[src/rtl/bpr_pkg.sv]
package bpr_pkg;
  typedef enum logic {
    RX_IDLE = 1'b0,
    RX_BUSY = 1'b1
  } rx_state_t;

  typedef enum logic {
    HALF_LEAD  = 1'b0,
    HALF_TRAIL = 1'b1
  } half_t;
endpackage

[src/rtl/bpr_sync.sv]
module bpr_sync #(
  parameter int STAGES = 2
) (
  input  logic clk,
  input  logic rst_n,
  input  logic d_i,
  output logic q_o
);
  logic [STAGES-1:0] chain_q;

  generate
    if (STAGES == 1) begin : g_one
      always_ff @(posedge clk or negedge rst_n) begin
        if (!rst_n) chain_q <= '0;
        else        chain_q <= d_i;
      end
    end else begin : g_many
      always_ff @(posedge clk or negedge rst_n) begin
        if (!rst_n) chain_q <= '0;
        else        chain_q <= {chain_q[STAGES-2:0], d_i};
      end
    end
  endgenerate

  assign q_o = chain_q[STAGES-1];
endmodule

[src/rtl/bpr_half_timer.sv]
module bpr_half_timer #(
  parameter int HALF_TICKS = 8,
  localparam int CNT_W = (HALF_TICKS > 1) ? $clog2(HALF_TICKS) : 1
) (
  input  logic clk,
  input  logic rst_n,
  input  logic restart_i,
  input  logic run_i,
  input  logic tick_i,
  output logic sample_o
);
  localparam logic [CNT_W-1:0] LAST = CNT_W'(HALF_TICKS - 1);

  logic [CNT_W-1:0] cnt_q;
  logic             wrap;

  assign wrap     = (cnt_q == LAST);
  assign sample_o = run_i && tick_i && wrap;

  always_ff @(posedge clk or negedge rst_n) begin
    if (!rst_n) begin
      cnt_q <= '0;
    end else if (restart_i) begin
      cnt_q <= '0;
    end else if (run_i && tick_i) begin
      cnt_q <= wrap ? '0 : cnt_q + CNT_W'(1);
    end
  end

  AST_CNT_IN_RANGE: assert property (@(posedge clk) disable iff (!rst_n)
    cnt_q <= LAST);

  AST_RESTART_ZERO: assert property (@(posedge clk) disable iff (!rst_n)
    restart_i |=> (cnt_q == '0));
endmodule

[src/rtl/bpr_decoder.sv]
module bpr_decoder
  import bpr_pkg::*;
#(
  parameter int DATA_W = 16,
  parameter int LEN_W  = 6
) (
  input  logic              clk,
  input  logic              rst_n,
  input  logic              line_i,
  input  logic              sample_i,
  output logic              start_o,
  output logic              busy_o,
  output logic [DATA_W-1:0] data_o,
  output logic [LEN_W-1:0]  len_o,
  output logic              valid_o
);
  rx_state_t         state_q;
  half_t             half_q;
  logic              line_q;
  logic              lead_low_q;
  logic [DATA_W-1:0] word_q;
  logic [LEN_W-1:0]  bits_q;
  logic              close_now;

  assign start_o   = (state_q == RX_IDLE) && line_i && !line_q;
  assign busy_o    = (state_q == RX_BUSY);
  assign close_now = lead_low_q && !line_i;

  always_ff @(posedge clk or negedge rst_n) begin
    if (!rst_n) line_q <= 1'b0;
    else        line_q <= line_i;
  end

  always_ff @(posedge clk or negedge rst_n) begin
    if (!rst_n) begin
      state_q    <= RX_IDLE;
      half_q     <= HALF_TRAIL;
      lead_low_q <= 1'b0;
      word_q     <= '0;
      bits_q     <= '0;
      data_o     <= '0;
      len_o      <= '0;
      valid_o    <= 1'b0;
    end else begin
      valid_o <= 1'b0;
      case (state_q)
        RX_IDLE: begin
          if (start_o) begin
            state_q    <= RX_BUSY;
            half_q     <= HALF_TRAIL;
            lead_low_q <= 1'b0;
            word_q     <= '0;
            bits_q     <= '0;
          end
        end
        RX_BUSY: begin
          if (sample_i) begin
            if (half_q == HALF_TRAIL) begin
              if (close_now) begin
                state_q <= RX_IDLE;
                data_o  <= word_q;
                len_o   <= bits_q;
                valid_o <= 1'b1;
              end else begin
                bits_q <= bits_q + LEN_W'(1);
                word_q <= {word_q[DATA_W-2:0], line_i};
                half_q <= HALF_LEAD;
              end
            end else begin
              lead_low_q <= !line_i;
              half_q     <= HALF_TRAIL;
            end
          end
        end
        default: state_q <= RX_IDLE;
      endcase
    end
  end

  AST_VALID_ONE_CYCLE: assert property (@(posedge clk) disable iff (!rst_n)
    valid_o |=> !valid_o);

  AST_OUT_HELD: assert property (@(posedge clk) disable iff (!rst_n)
    !valid_o |-> ($stable(data_o) && $stable(len_o)));

  AST_START_CLEARS: assert property (@(posedge clk) disable iff (!rst_n)
    start_o |=> (busy_o && word_q == '0 && bits_q == '0));

  AST_CLOSE_REARMS: assert property (@(posedge clk) disable iff (!rst_n)
    valid_o |-> !busy_o);

  AST_NO_START_WHEN_BUSY: assert property (@(posedge clk) disable iff (!rst_n)
    busy_o |-> !start_o);
endmodule

[src/rtl/biphase_rx.sv]
module biphase_rx #(
  parameter int DATA_W      = 16,
  parameter int LEN_W       = 6,
  parameter int HALF_TICKS  = 8,
  parameter int SYNC_STAGES = 2
) (
  input  logic              clk,
  input  logic              rst_n,
  input  logic              line_i,
  input  logic              tick_i,
  output logic [DATA_W-1:0] data_o,
  output logic [LEN_W-1:0]  len_o,
  output logic              valid_o
);
  logic line_s;
  logic start_w;
  logic busy_w;
  logic sample_w;

  bpr_sync #(.STAGES(SYNC_STAGES)) u_sync (
    .clk   (clk),
    .rst_n (rst_n),
    .d_i   (line_i),
    .q_o   (line_s)
  );

  bpr_half_timer #(.HALF_TICKS(HALF_TICKS)) u_timer (
    .clk       (clk),
    .rst_n     (rst_n),
    .restart_i (start_w),
    .run_i     (busy_w),
    .tick_i    (tick_i),
    .sample_o  (sample_w)
  );

  bpr_decoder #(.DATA_W(DATA_W), .LEN_W(LEN_W)) u_dec (
    .clk      (clk),
    .rst_n    (rst_n),
    .line_i   (line_s),
    .sample_i (sample_w),
    .start_o  (start_w),
    .busy_o   (busy_w),
    .data_o   (data_o),
    .len_o    (len_o),
    .valid_o  (valid_o)
  );

  AST_SAMPLE_WHILE_BUSY: assert property (@(posedge clk) disable iff (!rst_n)
    sample_w |-> busy_w);

  AST_VALID_AFTER_BUSY: assert property (@(posedge clk) disable iff (!rst_n)
    valid_o |-> $past(busy_w));
endmodule

[config.mk]
export PLATFORM = sky130hd
export DESIGN_NAME = biphase_rx
export DESIGN_NICKNAME = d
export VERILOG_FILES = /design/src/rtl/bpr_pkg.sv /design/src/rtl/bpr_sync.sv /design/src/rtl/bpr_half_timer.sv /design/src/rtl/bpr_decoder.sv /design/src/rtl/biphase_rx.sv
export SDC_FILE = /design/constraint.sdc
export NUM_CORES = 1
export LEC_CHECK = 0
export BUFFER_PORTS_ARGS = -buffer_cell sky130_fd_sc_hd__buf_2
export CAP_MARGIN = 20
export CORE_MARGIN = 2
export CORE_UTILIZATION = 45
export CTS_BUF_LIST = sky130_fd_sc_hd__clkbuf_2
export DETAILED_ROUTE_END_ITERATION = 7
export MAX_ROUTING_LAYER = met4
export PLACE_DENSITY = 0.68
export SYNTH_ARGS = -nofsm -noshare
export SYNTH_HDL_FRONTEND = slang
export SYNTH_HIERARCHICAL = 1
export SYNTH_SLANG_ARGS = --single-unit
export TNS_END_PERCENT = 10
[constraint.sdc]
create_clock -name clk -period 2 [get_ports clk]
set_input_delay 0 -clock clk [delete_from_list [all_inputs] [get_ports clk]]
set_output_delay 0 -clock clk [all_outputs]
set_load 0.05 [all_outputs]
==> reports/results.ini <==
[clock_network]
cts_max_level = 2
postCtsSetupRepairBufs = 0
cts_tree = built
clk_latency_ps = 430
cts_sinks = 54
cts_inserted_buffers = 5
cts_root_buf = clkbuf_2
clockBufferDepth = 2
clk_pin_slew_ps = 260

[timing]
fin_crit_sh_pct = 93.5
slew_headroom_pct = 67.7
finalCriticalPeriod_ps = 1870
hold_viol_final = 0
worst_pin_slew_ps = 483
clock.fmax_mhz = 535
fin_worst_skew_ps = 29.5
setup-violations-final = 0
rsz0062_at_grt = false
drv_slew = 0
finalSetupTns_ps = 0

[place]
dp.cells = 229
io_buffers = 26
dpl.hpwl_um = 2550
routabilityCongestion = 0.795

[hold_path]
hold_class = in2async

[setup_path]
crit_path_max_fanout = 8
worstPathArrival_ps = 2200
crit_type = reg2reg
r2r_end = u_dec/data_o[1]
crit-reg2reg-launch = u_timer/cnt_q[1]
crit_required_ps = 2330
rrSetupSlack_ps = 130
crit_path_start_kind = register
r2r_cells = 7
worstSetupEndpointType = register

[drt]
drt-total-wl_um = 3720
vias = 1350
ant_nets = 0
routed_via_density = 5.63
firstDrtPassIters = 4
wire_per_inst_um = 15.5
drtIter0Drc = 76
drc_errors = 0

[die]
core-area_um2 = 4660
start_util_pct = 46.1
io_pins = 27
fp.dieArea_um2 = 5340
die_height_um = 73.1
die_w_um = 73.1
rows = 25

[synthesis]
yosysUniqueCellTypes = 32
ys_ff_latch = 54
synth_area_per_cell_um2 = 14.6
seq_area_frac_synth_pct = 63.0
ys.warnings.count = 6
synth.net_count = 154
synthesis.area_um2 = 2150
syn_inst = 147

[final_layout]
multi_input_area_um2 = 757
area_growth_syn_to_layout_pct = 14.6
diodes = 0
regArea_um2 = 1350
stdcell_count = 240
drive_gt1_share_pct = 37.1
nets = 192
fillers = 395

[global_routing]
grt_pass1_wl_um = 6220
gr-total-overflow = 0
grt_max_degree = 55
grt_antenna_before_repair = 0
gr-usage-all-layers_pct = 16.2
grt_pass1_vias = 1289

[power_and_ir_drop]
power_mw = 2.11
irDropWorstVdd_mv = 0.519
power_density_nw_per_um2 = 858
power.leakage_nw = 1.26

[run]
maxCapViolCount = 0

[status]
outcome = finished clean

==> area by class of cell <==
type | instances | area share (%)
Tap cell | 54 | 2.74
Sequential cell | 54 | 54.9
Inverter | 3 | 0.559
Clock inverter | 3 | 0.661
Timing Repair Buffer | 35 | 9.35
Multi-Input combinational cell | 86 | 30.7
Clock buffer | 5 | 1.02
==> sequential cells by signal, summed over array words and instances, names as in the netlist <==
name              flops
u_dec/len_o           6
u_dec/lead_low_q      1
u_sync/chain_q        2
u_dec/bits_q          6
u_dec/line_q          1
u_dec/half_q          1
u_dec/busy_o          1
u_timer/cnt_q         3
u_dec/data_o         16
u_dec/valid_o         1
u_dec/word_q         16
==> cells in the final DEF, fill, tap and decap left out, types with 3 or more instances in the layout <==
cell           instances
buf_2                 26
mux2_2                21
ha_1                   3
a21oi_1                9
a21bo_1                3
nand3_1                5
clkbuf_2               5
buf_4                  4
dlygate4sd3_1          3
nand2_1                3
nand2b_1               3
a22o_1                17
dfrtp_1               53
==> cell usage after synthesis, drive strengths merged <==
cell / count / share of area [%]
nor2: 3 / 0.99
buf: 4 / 1.6
dfrtp: 53 / 62
a22o: 17 / 6.9
a21oi: 10 / 2.9
nor3: 1 / 0.23
o31ai: 2 / 0.70
mux2: 22 / 12
and3: 2 / 0.70
o21ai: 1 / 0.23
or4: 2 / 0.70
or3b: 1 / 0.52
nor4: 1 / 0.29
nand3: 6 / 2.0
mux2i: 2 / 0.93
nor2b: 1 / 0.29
nand2b: 3 / 0.87
ha: 3 / 1.7
nand4bb: 1 / 0.52
and4: 1 / 0.47
a21bo: 3 / 1.4
dfstp: 1 / 1.2
inv: 3 / 0.64
nand2: 3 / 0.52
o22a: 1 / 0.41
==> logic make-up (layout without fill, tap and decap cells) <==
logic type / Yosys count / after routing / share of synthesized area (%)
fa+ha+maj: 3 / 3 / 1.75
simple gates: 25 / 25 / 8.10
compound gates: 34 / 34 / 12.5
mux: 24 / 24 / 12.5
buf+inv: 7 / 46 / 2.21
flops: 54 / 54 / 63.0
==> how the worst max path moves through the flow <==
stage	from	endpoint	slack, ps
floorplan	u_timer/cnt_q[0]	u_dec/data_o[10]	230
global placement	u_timer/cnt_q[0]	u_dec/word_q[12]	170
detailed placement	u_timer/cnt_q[0]	u_dec/word_q[15]	40
CTS	u_timer/cnt_q[1]	u_dec/word_q[7]	20
global route	u_timer/cnt_q[0]	u_dec/bits_q[5]	10
finish	u_timer/cnt_q[1]	u_dec/data_o[1]	130
==> worst max-delay path, cell delays in order (launching register included) <==
cell	delay [ps]
dfrtp_1	420
ha_1	150
ha_1	160
and3_4	220
nand3_4	130
nor2_4	180
buf_4	190
mux2_2	340
==> metrics by stage <==
step / hold slack [ps] / worst slack, ps / util [%] / instance area [um2]
2_1_floorplan: -296 / 232 / - / 2150
3_3_place_gp: 9.95 / 168 / 51.1 / 2380
3_5_place_dp: 14.4 / 42.6 / 51.1 / 2380
4_1_cts: 18.2 / 15.9 / 52.6 / 2450
5_1_grt: 34.1 / 12.1 / 52.8 / 2460
6_report: 35.6 / 129 / 52.8 / 2460
==> routing by layer <==
layer | track usage (%) | up-vias | wire length [um]
li1 | - | 624 | -
met2 | 24.6 | 37 | 1800
met3 | 4.56 | 2 | 156
met5 | - | - | 0
met1 | 20.5 | 687 | 1730
met4 | 6.17 | 0 | 29
==> power by group <==
group	switching, mW	internal (mW)	total, mW	leakage, nW
clock network	0.322	0.0813	0.403	0.0280
registers	0.109	1.22	1.33	0.718
logic	0.218	0.165	0.383	0.517
total	0.649	1.46	2.11	1.26
==> timing repair <==
item                       4_1_cts  5_1_grt
hold endpoints to repair        58        0
resized for setup                0        2
setup endpoints to repair        0       20
hold buffers                     3        0
Power figures use the tool's default switching activity.
